`config.mk`:
```
export PLATFORM = sky130hd
export DESIGN_NAME = kbdisp_port
export DESIGN_NICKNAME = d
export VERILOG_FILES = /design/src/rtl/kbdisp_port.sv
export SDC_FILE = /design/constraint.sdc
export NUM_CORES = 1
export LEC_CHECK = 0
export ABC_CLOCK_PERIOD_IN_PS = 2200
export CORE_MARGIN = 2
export CORE_UTILIZATION = 40
export CTS_CLUSTER_DIAMETER = 30
export DETAILED_ROUTE_END_ITERATION = 12
export PLACE_DENSITY = 0.8
export RECOVER_POWER = 50
export SLEW_MARGIN = 20
export SYNTH_ARGS = -nofsm -noshare
export SYNTH_HDL_FRONTEND = slang
export SYNTH_SLANG_ARGS = --single-unit
```
`constraint.sdc`:
```
create_clock -name clk -period 2.2 [get_ports clk]
set_input_delay 0.44 -clock clk [delete_from_list [all_inputs] [get_ports clk]]
set_output_delay 0.44 -clock clk [all_outputs]
set_load 0.005 [all_outputs]
```
`src/rtl/kbdisp_port.sv`:
```
module kbdisp_port #(
  parameter int ADDR_W = 16,
  parameter logic [ADDR_W-1:0] BASE = 16'h0040
) (
  input  logic              clk,
  input  logic              rst_n,
  input  logic              bus_sel,
  input  logic              bus_wr,
  input  logic [ADDR_W-1:0] bus_addr,
  input  logic [7:0]        bus_wdata,
  output logic [7:0]        bus_rdata,
  output logic              bus_hit,
  input  logic [7:0]        kbd_data,
  input  logic              kbd_valid,
  output logic [7:0]        disp_data,
  output logic              disp_load,
  input  logic              disp_ready,
  output logic              irq
);
  localparam int OFF_W = 2;

  logic [7:0]       rx_q, tx_q;
  logic             sin, sout, ovr, ken, den, rdy_q;
  logic [OFF_W-1:0] off;
  logic             rd_rx, rd_flags, wr_tx, wr_en;
  logic             kreq, dreq;

  assign bus_hit  = bus_sel && (bus_addr[ADDR_W-1:OFF_W] == BASE[ADDR_W-1:OFF_W]);
  assign off      = bus_addr[OFF_W-1:0];
  assign rd_rx    = bus_hit && !bus_wr && off == 2'd0;
  assign rd_flags = bus_hit && !bus_wr && off == 2'd2;
  assign wr_tx    = bus_hit &&  bus_wr && off == 2'd1;
  assign wr_en    = bus_hit &&  bus_wr && off == 2'd3;

  assign kreq = sin && ken;
  assign dreq = sout && den;
  assign irq  = kreq || dreq;
  assign disp_data = tx_q;

  always_comb begin
    bus_rdata = 8'h00;
    if (bus_hit && !bus_wr) begin
      unique case (off)
        2'd0: bus_rdata = rx_q;
        2'd1: bus_rdata = tx_q;
        2'd2: bus_rdata = {3'b000, ovr, dreq, kreq, sout, sin};
        2'd3: bus_rdata = {6'b000000, den, ken};
      endcase
    end
  end

  always_ff @(posedge clk) begin
    if (!rst_n) begin
      rx_q <= '0;
      sin  <= 1'b0;
      ovr  <= 1'b0;
    end else begin
      if (kbd_valid) begin
        rx_q <= kbd_data;
        sin  <= 1'b1;
      end else if (rd_rx) begin
        sin  <= 1'b0;
      end
      if (kbd_valid && sin) ovr <= 1'b1;
      else if (rd_flags)    ovr <= 1'b0;
    end
  end

  always_ff @(posedge clk) begin
    if (!rst_n) begin
      tx_q      <= '0;
      sout      <= 1'b0;
      rdy_q     <= 1'b0;
      disp_load <= 1'b0;
      ken       <= 1'b0;
      den       <= 1'b0;
    end else begin
      rdy_q     <= disp_ready;
      disp_load <= wr_tx;
      if (wr_tx) begin
        tx_q <= bus_wdata;
        sout <= 1'b0;
      end else if (disp_ready && !rdy_q) begin
        sout <= 1'b1;
      end
      if (wr_en) begin
        ken <= bus_wdata[0];
        den <= bus_wdata[1];
      end
    end
  end
endmodule


```
**Yosys cells after proc, flatten, opt, wreduce, memory -nomap -nowiden**

Cells that the tools add are included.

- Output and inout bits: 19
- Word-level logic and storage cells: 38
- Register bits after elaboration: 23
- Bits of input ports: 38

- Eq/ne operators: 4
- Bitwise logic cells: 1
- Reduce and logical (&&, ||, !) cells: 18
- Mux-type cells: 6

Operator list:

| kind | count |
|---|---|
| case mux 8 bit (4 select lines) | 1 |
| == test 14 x 5 -> 1 bit, second input constant | 1 |
| logical AND 1 bit | 11 |
| two-way mux 8 bit | 1 |
| == test 2 bit, second input constant | 2 |
| two-way mux 1 bit | 4 |
| nonzero test 2 bit | 2 |
| == test 2 x 1 -> 1 bit, second input constant | 1 |
| zero test 1 bit | 2 |
| zero test 2 bit | 1 |
| OR reduction 2 bit | 1 |
| logical OR 1 bit | 1 |
| inverter 1 bit | 1 |

**Depth between registers and ports, before layout**

- Word-level depth: 6
- Mapped depth: 5
- Depth with buffers taken out: 4

**Least setup slack after synthesis**

OpenSTA, ideal clock, no wires.

- Path type: input port to output port
- From: input port bus_addr[8]
- To: output port bus_rdata[5]
- Path buffers: 0
- Arrival: 1.362 ns
- Data required time: 1.760 ns
- Slack: 0.398 ns
- Stages on the path: 4
- Path through: nor4_4 -> nand4_2 -> or2_1 -> nor2_1

- Cells in the longest elaborated chain, start to end: 4

RTL lines:

| what | line | RTL |
|---|---|---|
| start, declared | 9 | `input logic [ADDR_W-1:0] bus_addr,` |
| == test 14 x 5 -> 1 bit | 28 | `assign bus_hit = bus_sel && (bus_addr[ADDR_W-1:OFF_W] == BASE[ADDR_W-1:OFF_W]);` |
| logical AND 1 bit | 28 |  |
| logical AND 1 bit | 42 | `if (bus_hit && !bus_wr) begin` |
| two-way mux 8 bit | 42 |  |
| end, declared | 11 | `output logic [7:0] bus_rdata,` |

Every way passes these cells.

**Worst setup path after layout**

- From: input port bus_addr[6]
- To: output port bus_rdata[3]

Same word-level chain as after synthesis.

==> flow_summary.yaml <==
outcome:
  status: "finished, final reports clean"
critical_path:
  path_cells: "clkdlybuf4s50_1 > and4bb_1 > nand4_2 > buf_6 > buf_6 > nor2_1 > buf_2"
  arrival_ns: 1.72
  worstSetupPathType: "input port to output port"
  worstPathRequired_ns: 1.76
  crit_path_max_fanout: 5
  cpLargestDelayFamily: "buffers and inverters"
  slowest_stage: "clkdlybuf4s50_1"
  path_common_cell: "buf_6"
  cp-start-kind: "input port"
  critPathMaxStageDelay_ns: 0.45
  end_kind: "output port"
  crit_buf_inv: 4
finish:
  fin_cells: 228
  nets: 236
  antenna_cells: 0
  fill_cells: 232
  multi_input_area_um2: 661.9
  regArea_um2: 460.4
  drive_gt1_frac: 0.1980
  syn2layout_area_growth_pct: 62.71
synthesis:
  yosys.area.top_type_share: 0.4048
  avgSynthCellArea_um2: 8.955
  ys_ff_latch: 23
  ys_types: 28
  synthTopCellsByCount: "dfxtp_1, nor2_1, mux2i_1, a21oi_1"
  synth.yosys.seq_area_share: 0.4048
  syn_inst: 127
  synth_most_common_cell: "dfxtp_1"
  yosysWarnings: 0
  synth-edff-count: 0
  synth_top_cell_by_area: "dfxtp_1"
  synth.top_cells.by_area: "dfxtp_1, mux2i_1, a21oi_1, nor2_1, nand3_1"
  yosys_most_used_dff: "dfxtp_1"
  synth.net_count: 165
  synthArstFlopShare: 0
  syn_area_um2: 1137
hold_path:
  hold_path.class: "flop to flop"
power:
  comb_power_share: 0.181
  leakage_uw: 0.0008098
  ir_drop_mv: 0.3593
  seqPwrFrac: 0.570
  p_int_uw: 582.4
  clock_power_share: 0.249
  power.density_nw_per_um2: 415.2
  total_power_uw: 768.3
  p_switching_uw: 186.0
  switching_share: 0.2420
drt:
  via_per_inst: 5.303
  ant_nets: 0
  drt_iter0_drc: 31
  drc: 0
  routed_wirelength_um: 3121
  wl_per_cell_um: 13.69
  vias: 1209
  first_pass_iters: 4
clock_tree:
  cts_max_path_buffers: 2
  postCtsHoldBufs: 0
  clk_pin_slew_ns: 0.13
  cts.sinks: 23
  cts_buffers: 3
  clk_latency_ns: 0.30
  clockRootBuffer: "clkbuf_4"
  cts_tree: "built"
  cts.htree.levels: 1
timing:
  tightestPinTransition_ns: 0.6193
  tns_ns: 0
  clock.fmax_mhz: 462.9
  hold_viol: 0
  finClkSkew_ns: 0.002898
  max-slew-margin-rel: 0.5867
  min_period_ns: 2.161
  setup_viol: 0
  fin_crit_sh: 0.9820
  drv_slew: 0
placed_design:
  io_buffers: 56
  hpwl_um: 2380
  dp_cells: 217
  gp_congestion: 0.7520
die:
  die_w_um: 57.33
  die-area_um2: 3286
  dieHeight_um: 57.33
  core_um2: 2734
  rows: 19
  start_util: 0.4160
  num_io_pins: 57
global_route:
  grt_usage: 0.1915
  antenna_found_initial: 0
  met3_usage: 0.02494
  use_met2: 0.3760
  grt_max_degree: 21
  grt_overflow_total: 0
  busiest_layer: "met2"
  grt_pass1_wl_um: 5119
  grt_pass1_vias: 1237
  met1_usage: 0.2167
flow_run:
  cap_viol_max_count: 0
## area by class of cell
type / instances / share of cell area
clock inverters: 1 / 0.002705
repair buffers: 73 / 0.3516
well taps: 31 / 0.02096
clock buffers: 3 / 0.01217
flip-flops and latches: 23 / 0.2488
inverters: 3 / 0.006085
multi-input cells: 94 / 0.3577
## repair_timing
item | 4_1_cts | 5_1_grt
setup buffers | 5 | 2
gates resized for setup | 46 | 11
hold endpoints to repair | 0 | 0
endpoints found under the setup margin | 9 | 9
pin swaps | 9 | 5
## worst reg2reg max path, delay by kind of cell, from the launching register on
family / cells / cell delay (ns)
flip-flops: 1 / 0.41
AO/OA/AOI/OAI: 2 / 0.22
## registers in the layout, summed over array words and instances (netlist names)
signal	flops
disp_data	8
ken	1
disp_load	1
rx_q	8
sout	1
den	1
sin	1
rdy_q	1
ovr	1
## cell usage in the layout, fill, tap and decap left out, types with 6 or more instances in the layout
| master | instances |
|---|---|
| o21ai_0 | 11 |
| a21oi_1 | 13 |
| buf_4 | 13 |
| dlygate4sd2_1 | 14 |
| clkdlybuf4s50_1 | 23 |
| nand3_1 | 11 |
| dlygate4sd3_1 | 8 |
| dfxtp_1 | 23 |
| mux2i_1 | 14 |
| buf_2 | 6 |
| nor2_1 | 11 |
## worst paths after layout
kind	from	end	slack [ns]	cells after the start
setup / recovery	bus_addr[6]	bus_rdata[3]	0.04	7
hold reg to reg	sin$_SDFFE_PN0P_	ovr$_SDFFE_PN0P_	0.50	2
hold / removal	sin$_SDFFE_PN0P_	ovr$_SDFFE_PN0P_	0.50	2
setup reg to reg	disp_data[3]$_SDFFE_PN0P_	disp_data[3]$_SDFFE_PN0P_	1.50	2
## stage by stage
stage | instance area, um2 | hold WS [ns] | worst slack [ns] | util
2_1_floorplan | 1137 | 0.4554 | 0.3980 | -
3_3_place_gp | 1779 | 0.4708 | -0.4786 | 0.6508
3_5_place_dp | 1779 | 0.4847 | -0.5434 | 0.6508
4_1_cts | 1817 | 0.4972 | 0.00007438 | 0.6645
5_1_grt | 1851 | 0.5170 | -0.01130 | 0.6769
6_report | 1851 | 0.4970 | 0.03950 | 0.6769
## kinds of logic after synthesis
kind of cell	Yosys count	share of synthesized area
AO/OA/AOI/OAI	29	0.1397
buffers and inverters	10	0.03850
flip-flops	23	0.4048
multiplexers	16	0.1628
AND/OR/NAND/NOR	49	0.2541
## layer usage
layer,part of all wire,vias to the layer above
li1,-,602
met1,0.42,561
met2,0.51,44
met3,0.056,2
met4,0.0080,0
met5,0,-
## power groups by stage
stage | Clock [uW] | Combinational, uW | Sequential (uW)
final | 191 | 139 | 438
after global routing | 209 | 150 | 440
after CTS | 196 | 140 | 438
after detailed placement | 0 | 145 | 447
after global placement | 0 | 140 | 447
after floorplan | 0 | 53.8 | 444
Note: power is estimated with default switching activity, not from simulation.
